[src/rtl/cmd_rx_pkg.sv]
package cmd_rx_pkg;

    typedef enum logic [3:0] {
        ST_IDLE,
        ST_FEAT,
        ST_OP,
        ST_LEN_HI,
        ST_LEN_LO,
        ST_BODY,
        ST_CRC_LO,
        ST_CRC_HI,
        ST_TAIL,
        ST_DRAIN
    } rx_state_t;

    localparam logic [15:0] CRC_SEED     = 16'hFFFF;
    localparam logic [15:0] CRC_POLY_REV = 16'h8408;

    // One byte of the reflected CRC-16, LSB first.
    function automatic logic [15:0] crc_step_byte(input logic [15:0] c_in,
                                                  input logic [7:0]  d);
        logic [15:0] c;
        c = c_in ^ {8'h00, d};
        for (int b = 0; b < 8; b++) begin
            c = c[0] ? ((c >> 1) ^ CRC_POLY_REV) : (c >> 1);
        end
        return c;
    endfunction

endpackage

[src/rtl/cmd_rx_crc.sv]
module cmd_rx_crc
    import cmd_rx_pkg::*;
(
    input  logic        clk,
    input  logic        rst_n,
    input  logic        init_i,
    input  logic        upd_i,
    input  logic [7:0]  data_i,
    output logic [15:0] crc_o
);

    logic [15:0] crc_q;

    always_ff @(posedge clk or negedge rst_n) begin
        if (!rst_n) begin
            crc_q <= CRC_SEED;
        end else if (init_i) begin
            crc_q <= CRC_SEED;
        end else if (upd_i) begin
            crc_q <= crc_step_byte(crc_q, data_i);
        end
    end

    assign crc_o = crc_q;

endmodule

[src/rtl/cmd_rx_fsm.sv]
module cmd_rx_fsm
    import cmd_rx_pkg::*;
#(
    parameter int MAX_PAYLOAD = 256,
    parameter int LEN_W       = $clog2(MAX_PAYLOAD + 1),
    parameter int IDX_W       = $clog2(MAX_PAYLOAD)
) (
    input  logic             clk,
    input  logic             rst_n,
    input  logic             start_i,
    input  logic             stop_i,
    input  logic             byte_vld_i,
    input  logic [7:0]       byte_i,
    output logic             crc_upd_o,
    output logic             feat_ld_o,
    output logic             op_ld_o,
    output logic             body_wr_o,
    output logic             crc_lo_ld_o,
    output logic             crc_hi_ld_o,
    output logic             end_o,
    output logic             abort_o,
    output logic [LEN_W-1:0] len_o,
    output logic [IDX_W-1:0] idx_o
);

    localparam logic [15:0]      MAX_LEN16 = 16'(MAX_PAYLOAD);
    localparam logic [LEN_W-1:0] ONE       = LEN_W'(1);

    rx_state_t        st_q, st_d;
    logic [7:0]       len_hi_q;
    logic [LEN_W-1:0] len_q;
    logic [LEN_W-1:0] cnt_q;

    logic        take;
    logic [15:0] len_full;
    logic        len_bad;
    logic        last_body;
    logic        in_frame;

    assign take      = byte_vld_i & ~start_i & ~stop_i;
    assign len_full  = {len_hi_q, byte_i};
    assign len_bad   = len_full > MAX_LEN16;
    assign last_body = (cnt_q + ONE) == len_q;
    assign in_frame  = st_q inside {ST_FEAT, ST_OP, ST_LEN_HI, ST_LEN_LO,
                                    ST_BODY, ST_CRC_LO, ST_CRC_HI};

    // Next-state logic
    always_comb begin
        st_d = st_q;
        if (start_i) begin
            st_d = ST_FEAT;
        end else if (stop_i) begin
            st_d = ST_IDLE;
        end else if (take) begin
            unique case (st_q)
                ST_IDLE:   st_d = ST_IDLE;
                ST_FEAT:   st_d = ST_OP;
                ST_OP:     st_d = ST_LEN_HI;
                ST_LEN_HI: st_d = ST_LEN_LO;
                ST_LEN_LO: st_d = len_bad ? ST_DRAIN :
                                  (len_full == 16'd0) ? ST_CRC_LO : ST_BODY;
                ST_BODY:   st_d = last_body ? ST_CRC_LO : ST_BODY;
                ST_CRC_LO: st_d = ST_CRC_HI;
                ST_CRC_HI: st_d = ST_TAIL;
                ST_TAIL:   st_d = ST_DRAIN;
                ST_DRAIN:  st_d = ST_DRAIN;
                default:   st_d = ST_IDLE;
            endcase
        end
    end

    // State register and framing counters
    always_ff @(posedge clk or negedge rst_n) begin
        if (!rst_n) begin
            st_q     <= ST_IDLE;
            len_hi_q <= 8'h00;
            len_q    <= '0;
            cnt_q    <= '0;
        end else begin
            st_q <= st_d;
            if (start_i) begin
                cnt_q <= '0;
            end else if (take) begin
                if (st_q == ST_LEN_HI) begin
                    len_hi_q <= byte_i;
                end
                if (st_q == ST_LEN_LO && !len_bad) begin
                    len_q <= len_full[LEN_W-1:0];
                    cnt_q <= '0;
                end
                if (st_q == ST_BODY) begin
                    cnt_q <= cnt_q + ONE;
                end
            end
        end
    end

    // Event outputs
    always_comb begin
        crc_upd_o   = take && (st_q inside {ST_FEAT, ST_OP, ST_LEN_HI,
                                            ST_LEN_LO, ST_BODY});
        feat_ld_o   = take && (st_q == ST_FEAT);
        op_ld_o     = take && (st_q == ST_OP);
        body_wr_o   = take && (st_q == ST_BODY);
        crc_lo_ld_o = take && (st_q == ST_CRC_LO);
        crc_hi_ld_o = take && (st_q == ST_CRC_HI);
        end_o       = stop_i && !start_i && (st_q == ST_TAIL);
        abort_o     = (stop_i && !start_i && in_frame)
                    || (take && (st_q == ST_LEN_LO) && len_bad)
                    || (take && (st_q == ST_TAIL));
        len_o       = len_q;
        idx_o       = cnt_q[IDX_W-1:0];
    end

endmodule

[src/rtl/cmd_frame_rx.sv]
module cmd_frame_rx
    import cmd_rx_pkg::*;
#(
    parameter int  MAX_PAYLOAD = 256,
    localparam int LEN_W       = $clog2(MAX_PAYLOAD + 1),
    localparam int IDX_W       = $clog2(MAX_PAYLOAD)
) (
    input  logic             clk,
    input  logic             rst_n,
    input  logic             start_i,
    input  logic             stop_i,
    input  logic             byte_vld_i,
    input  logic [7:0]       byte_i,
    output logic             cmd_vld_o,
    output logic [7:0]       cmd_feat_o,
    output logic [7:0]       cmd_op_o,
    output logic [LEN_W-1:0] cmd_len_o,
    output logic             crc_err_o,
    output logic             rx_err_o,
    output logic             pl_we_o,
    output logic [IDX_W-1:0] pl_idx_o,
    output logic [7:0]       pl_data_o
);

    logic             crc_upd, feat_ld, op_ld, body_wr;
    logic             crc_lo_ld, crc_hi_ld, frame_end, frame_abort;
    logic [LEN_W-1:0] len_w;
    logic [IDX_W-1:0] idx_w;
    logic [15:0]      crc_calc;
    logic [7:0]       crc_rx_lo_q, crc_rx_hi_q;
    logic             crc_match;

    cmd_rx_fsm #(
        .MAX_PAYLOAD (MAX_PAYLOAD),
        .LEN_W       (LEN_W),
        .IDX_W       (IDX_W)
    ) u_fsm (
        .clk         (clk),
        .rst_n       (rst_n),
        .start_i     (start_i),
        .stop_i      (stop_i),
        .byte_vld_i  (byte_vld_i),
        .byte_i      (byte_i),
        .crc_upd_o   (crc_upd),
        .feat_ld_o   (feat_ld),
        .op_ld_o     (op_ld),
        .body_wr_o   (body_wr),
        .crc_lo_ld_o (crc_lo_ld),
        .crc_hi_ld_o (crc_hi_ld),
        .end_o       (frame_end),
        .abort_o     (frame_abort),
        .len_o       (len_w),
        .idx_o       (idx_w)
    );

    cmd_rx_crc u_crc (
        .clk    (clk),
        .rst_n  (rst_n),
        .init_i (start_i),
        .upd_i  (crc_upd),
        .data_i (byte_i),
        .crc_o  (crc_calc)
    );

    assign crc_match = ({crc_rx_hi_q, crc_rx_lo_q} == crc_calc);
    assign cmd_len_o = len_w;

    // Output process
    always_ff @(posedge clk or negedge rst_n) begin
        if (!rst_n) begin
            cmd_vld_o   <= 1'b0;
            crc_err_o   <= 1'b0;
            rx_err_o    <= 1'b0;
            pl_we_o     <= 1'b0;
            pl_idx_o    <= '0;
            pl_data_o   <= 8'h00;
            cmd_feat_o  <= 8'h00;
            cmd_op_o    <= 8'h00;
            crc_rx_lo_q <= 8'h00;
            crc_rx_hi_q <= 8'h00;
        end else begin
            cmd_vld_o <= frame_end && crc_match;
            crc_err_o <= frame_end && !crc_match;
            rx_err_o  <= frame_abort;
            pl_we_o   <= body_wr;
            if (body_wr) begin
                pl_idx_o  <= idx_w;
                pl_data_o <= byte_i;
            end
            if (feat_ld)   cmd_feat_o  <= byte_i;
            if (op_ld)     cmd_op_o    <= byte_i;
            if (crc_lo_ld) crc_rx_lo_q <= byte_i;
            if (crc_hi_ld) crc_rx_hi_q <= byte_i;
        end
    end

endmodule

[config.mk]
export PLATFORM = sky130hd
export DESIGN_NAME = cmd_frame_rx
export DESIGN_NICKNAME = d
export VERILOG_FILES = /design/src/rtl/cmd_rx_pkg.sv /design/src/rtl/cmd_rx_crc.sv /design/src/rtl/cmd_rx_fsm.sv /design/src/rtl/cmd_frame_rx.sv
export SDC_FILE = /design/constraint.sdc
export NUM_CORES = 1
export LEC_CHECK = 0
export ABC_CLOCK_PERIOD_IN_PS = 2400
export BUFFER_PORTS_ARGS = -buffer_cell sky130_fd_sc_hd__buf_4
export CAP_MARGIN = 10
export CORE_AREA = 2 2 99 91
export CTS_CLUSTER_SIZE = 10
export DETAILED_ROUTE_END_ITERATION = 10
export DIE_AREA = 0 0 101 93
export GPL_TIMING_DRIVEN = 0
export PLACE_DENSITY = 0.78
export SLEW_MARGIN = 30
export SYNTH_ARGS = -nofsm -noshare
export SYNTH_HDL_FRONTEND = slang
export SYNTH_SLANG_ARGS = --single-unit
[constraint.sdc]
create_clock -name clk -period 2.4 [get_ports clk]
set_input_delay 0.48 -clock clk [delete_from_list [all_inputs] [get_ports clk]]
set_output_delay 0.48 -clock clk [all_outputs]
set_load 0.1 [all_outputs]
Word level (Yosys, flattened, before mapping)
Index checks and enable logic that the tools add are counted.

word-level totals
  bits in registers = 98
  bits of input ports = 13
  logic and storage cells = 93

operators by class
  $add $sub $neg = 1
  magnitude comparators = 1
  equality and inequality tests = 11
  muxes and demuxes = 21
  bitwise logic cells = 13
  reductions and logical operators = 31

operators with widths
  operator               number
  $mux W16               10
  $mux W9                4
  $pmux W4 S8            1
  $not A2 Y3             8
  $eq A16 B16 Y1         1
  $eq A4 B3 Y1 const B   4
  $gt A16 B9 Y1 const B  1
  $logic_not A16 Y1      1
  $mux W4                4
  $xor A16 B8 Y16        1
  $logic_and A1 B1 Y1    15
  $add A9 B1 Y9 const B  1
  $eq A9 B9 Y1           1
  $eq A4 B2 Y1 const B   2
  $eq A4 B4 Y1 const B   2
  $reduce_bool A7 Y1     1
  $reduce_and A3 Y1      2
  $reduce_bool A3 Y1     2
  $reduce_bool A5 Y1     1
  $eq A4 B1 Y1 const B   1
  $mux W2                2
  $reduce_bool A2 Y1     2
  $logic_not A1 Y1       3
  $and A1 B1 Y1          2
  4 further kinds        6

Depth between registers and ports, before layout
  word-level depth = 19
  depth in mapped cells = 8
  depth with buffers taken out = 6

Modules after synthesis
A second synthesis with hierarchy kept.

second synthesis, totals
  cells, all modules = 403
  area total of the unflattened synthesis = 4937.2 um^2

modules (own cells, without submodules)
  module        times used  cells each  area an instance (um^2)  sequential area each (um^2)
  cmd_frame_rx  1           129         2064.5                   1301.2
  cmd_rx_fsm    1           194         1846.8                   750.7
  cmd_rx_crc    1           80          1026.0                   420.4

Least setup slack after synthesis
Ideal clock, no wire load.

  kind = input-to-reg
  start point = in byte_i[2]
  end point = reg u_fsm.len_q[4], in the netlist u_fsm.len_o[4]
  arrival time = 1.998 ns
  slack = 0.276 ns
  cell stages on the path = 6
  buffers on the path = 2
  path through = clkbuf_1 nor4_1 a21boi_0 and4bb_2 buf_2 mux2_2

on the way
  word-level cells in the longest chain between the ends = 4

ends and longest elaborated chain
  item                         RTL line            source
  from (decl)                  cmd_frame_rx.sv:13  input logic [7:0] byte_i,
  $gt A16 B9 Y1                cmd_rx_fsm.sv:42    assign len_bad = len_full > MAX_LEN16;
  $logic_not A1 Y1             cmd_rx_fsm.sv:87    if (st_q == ST_LEN_LO && !len_bad) begin
  $logic_and A1 B1 Y1          cmd_rx_fsm.sv:87
  $reduce_and A3 Y1 (no line)  --
  to (signal assigned)         cmd_rx_fsm.sv:88    len_q <= len_full[LEN_W-1:0];
  to (decl)                    cmd_rx_fsm.sv:31    logic [LEN_W-1:0] len_q;

Every way passes these cells.
A chain may end at the register's enable or synchronous reset.

Worst setup path after layout
  start point = in byte_vld_i
  end point = reg u_crc.crc_q[12], in the netlist u_crc.crc_o[12]

on the way
  word-level cells in the longest chain between the ends = 4

ends and longest elaborated chain
  item                          RTL line            source
  from (decl)                   cmd_frame_rx.sv:12  input logic byte_vld_i,
  $and A1 B1 Y1 (2 in a row)    cmd_rx_fsm.sv:40    assign take = byte_vld_i & ~start_i & ~stop_i;
  $logic_and A1 B1 Y1           cmd_rx_fsm.sv:100   crc_upd_o = take && (st_q inside {ST_FEAT, ST_OP, ST_LEN_HI,
  $reduce_bool A2 Y1 (no line)  --
  to (signal assigned)          cmd_rx_crc.sv:20    crc_q <= crc_step_byte(crc_q, data_i);
  to (decl)                     cmd_rx_crc.sv:12    logic [15:0] crc_q;

Every way passes these cells.

==> qor.csv <==
stage,metric,value,unit
status,outcome,"finished, final reports clean",
cts,htree_levels,3,
global_routing,overflow,0,
floorplanning,core-area,0.00841,mm2
cts,cts_made_buffers,9,
cells_and_area,multi_input_area,0.00214,mm2
routing,dr.pass1.iters,5,
sta,slew_headroom,54.3,%
sta,period_share,92.6,%
sta,hold_viol,0,
place,dpl_cell_area,0.00524,mm2
worst_setup_path,r2r_start,u_fsm.st_q[3],
cts,insertion_delay,0.37,ns
place,io_buffers,49,
logic_synthesis,syn_nets,468,
worst_setup_path,r2r-end,u_fsm.cnt_q[8],
sta,fin_skew,0.0141,ns
logic_synthesis,synth_top_family_by_area,simple AND/OR/NAND/NOR gates,
sta,drv_slew,0,
worst_setup_path,ff2ff_path_depth,7,
sta,layout_min_cycle_time,2.22,ns
worst_setup_path,required,2.69,ns
worst_setup_path,critPathCaptureType,flip-flop,
routing,wl,10.7,mm
sta,fmax,450,MHz
cts,path_clk_slew,0.10,ns
cells_and_area,fin_area,0.00549,mm2
floorplanning,die_w,101,um
cells_and_area,nets,530,
logic_synthesis,netlist_instances,454,
routing,vias,3552,
cts,clockBufferDepth,2,
worst_hold_path,hold_depth,3,
cells_and_area,seq_area,0.00247,mm2
routing,antenna_left,0,
floorplanning,dieArea,0.00939,mm2
global_routing,grt_max_degree,99,
sta,hold_ws,0.475,ns
routing,vias_per_cell,5.70,
cts,cts_tree,yes,
global_routing,antenna_found_initial,0,
cells_and_area,drive_gt1_share,27.1,%
cells_and_area,nFillCells,664,
logic_synthesis,yosys.area_share.adder,0.264,%
logic_synthesis,syn_area,0.00474,mm2
sta,tightestPinTransition,0.683,ns
place,dpl.hpwl,7.42,mm
sta,final.setup.tns,0,ns
logic_synthesis,syn_area_per_cell,10.4,um2
global_routing,grt_use_total,23.9,%
run,cap_violations,0,
worst_setup_path,cp-start-kind,input pin,
logic_synthesis,ys_ff_latch,98,
logic_synthesis,synth_flop_cell,dfrtp_1,
cells_and_area,num_antenna_cells,0,
cts,clock-sinks,98,
logic_synthesis,synthDistinctLibCells,47,
global_routing,grt_pass1_vias,3449,
floorplanning,fp.dieH,93,um
logic_synthesis,async_reset_ff_share,100,%
global_routing,grt_pass1_wl,17.5,mm
logic_synthesis,ys_top_cells_by_count,"82 x dfrtp_1, 69 x nand2_1, 49 x mux2_2",
logic_synthesis,yosys.area.top_type_share,43.3,%
place,place_ws,-0.271,ns
worst_setup_path,r2r_slack,0.26,ns
logic_synthesis,synthXorXnorAreaFrac,9.42,%
cts,root_buffer,clkbuf_8,
power_and_ir_drop,max-vdd-ir-drop,904,uV
worst_setup_path,critical_path_class,in -> reg,
logic_synthesis,synth_mux_area_share,11.8,%
worst_hold_path,hold_end,u_fsm.st_q[2],
logic_synthesis,synth.most_common_cell,dfrtp_1,
routing,drc_errors,0,
worst_setup_path,arrival,2.51,ns
floorplanning,top_level_ports,58,
sta,report.final.setup_viol,0,
floorplanning,start_util,56.4,%
logic_synthesis,synthSimpleGateAreaFrac,16.4,%
power_and_ir_drop,power.leakage,2.56,nW
power_and_ir_drop,powerDensity,729,mW/mm2
logic_synthesis,yosys-top-cells-area,"dfrtp_1 43%, mux2_2 12%, dfstp_2 8.9%",
sta,rsz0062_at_grt,no,
logic_synthesis,yosysTopAreaCell,dfrtp_1,
logic_synthesis,synth_compound_area_share,7.07,%
sta,fin_ws,0.178,ns
routing,drtIter0Drc,234,
logic_synthesis,synth_edf_count,0,
place,gp_congestion,0.868,
worst_hold_path,hold_start,byte_vld_i,
logic_synthesis,seq_area_frac_synth,52.1,%
logic_synthesis,ys_warn_count,0,
routing,avgRoutedWirePerCell,17.2,um
floorplanning,fp-row-count,32,
cells_and_area,syn2layout_area_growth,15.8,%
worst_setup_path,crit_fanout,10,
worst_hold_path,hp-class,in -> reg,
==> sequential cells by signal, indices dropped and copies added (netlist names), 4 cells and up <==
register / count
u_crc.crc_o: 16
u_fsm.cnt_q: 9
u_fsm.len_o: 9
cmd_feat_o: 8
cmd_op_o: 8
crc_rx_hi_q: 8
crc_rx_lo_q: 8
pl_data_o: 8
pl_idx_o: 8
u_fsm.len_hi_q: 8
u_fsm.st_q: 4
==> cell families (layout without fill, tap and decap cells) <==
kind of cell	after synthesis	after routing
xor gates and xnor gates	51	51
buffers and inverters	33	100
adders and majority gates	1	1
muxes	50	50
AOI/OAI and AO/OA	50	50
and+or+nand+nor	171	171
DFF	98	98
==> stage by stage <==
stage	instances	util [%]	power, mW
2_1_floorplan	454	-	2.71
3_3_place_gp	605	62.3	2.93
3_5_place_dp	605	62.4	2.96
4_1_cts	621	64.8	4.02
5_1_grt	623	65.3	4.17
6_report	623	65.3	4.00
==> worst max path at each step <==
stage / startpoint / endpoint / slack, ns
final: byte_vld_i / u_crc.crc_o[12] / 0.18
after global routing: u_fsm.st_q[1] / pl_idx_o[5] / 0.05
after CTS: byte_i[1] / u_fsm.cnt_q[7] / 0.12
after detailed placement: byte_i[1] / u_fsm.cnt_q[7] / -0.27
after global placement: byte_i[1] / u_fsm.cnt_q[8] / -0.26
after floorplan: byte_i[2] / u_fsm.len_o[4] / 0.28
==> area by class of cell <==
type                    instances  area share (%)
plain buffers                  27            2.12
inverters                       6           0.410
flip-flops and latches         98            45.0
repair buffers                 51            7.45
multi-input cells             323            39.0
clock inverters                 7            1.48
well taps                     102            2.32
clock buffers                   9            2.26
==> metal layers <==
metal / part of all wire (%) / vias up / global-route usage, %
met1: 45 / 1753 / 33.8
met2: 48 / 112 / 38.4
met5: 0 / - / 0
met4: 1.4 / 0 / 7.32
met3: 5.2 / 14 / 3.51
li1: - / 1673 / -
==> power by group <==
part	leakage, nW	switching (mW)	internal [mW]
clock	0.103	0.656	0.417
combinational	1.17	0.733	0.297
sequential	1.29	0.0976	1.80
==> repair_timing <==
item / 4_1_cts / 5_1_grt
endpoints found under the hold margin: 0 / 13
endpoints found under the setup margin: 0 / 13
setup buffers: 0 / 0
hold buffers: 0 / 1
resized for setup: 0 / 4
==> layout by cell type, fill, tap and decap left out, drive strengths merged, types with 2 or more instances in the layout <==
cell    synthesis  layout
dfrtp          82      82
nand2          69      69
buf             4      54
mux2           49      49
nor2           43      43
clkbuf         23      32
xor2           27      27
xnor2          24      24
nor3           19      19
dfstp          16      16
o21ai          15      15
a21oi          13      13
inv             6       9
nor4            8       8
nor2b           7       7
nand3           7       7
a31oi           5       5
nand4           4       4
clkinv          0       4
or3             3       3
nand3b          3       3
o221ai          2       2
and2            2       2
o211ai          2       2
nor3b           2       2
o311a           2       2
or2             2       2
==> critical path, stage by stage <==
cell and delay (ns):
buf_4 0.13, or3b_1 0.34, buf_2 0.20, a2111oi_4 0.61
nor2_1 0.34, nor3_1 0.33, nor2_1 0.09
No activity file was read; power rests on OpenSTA's default activity.
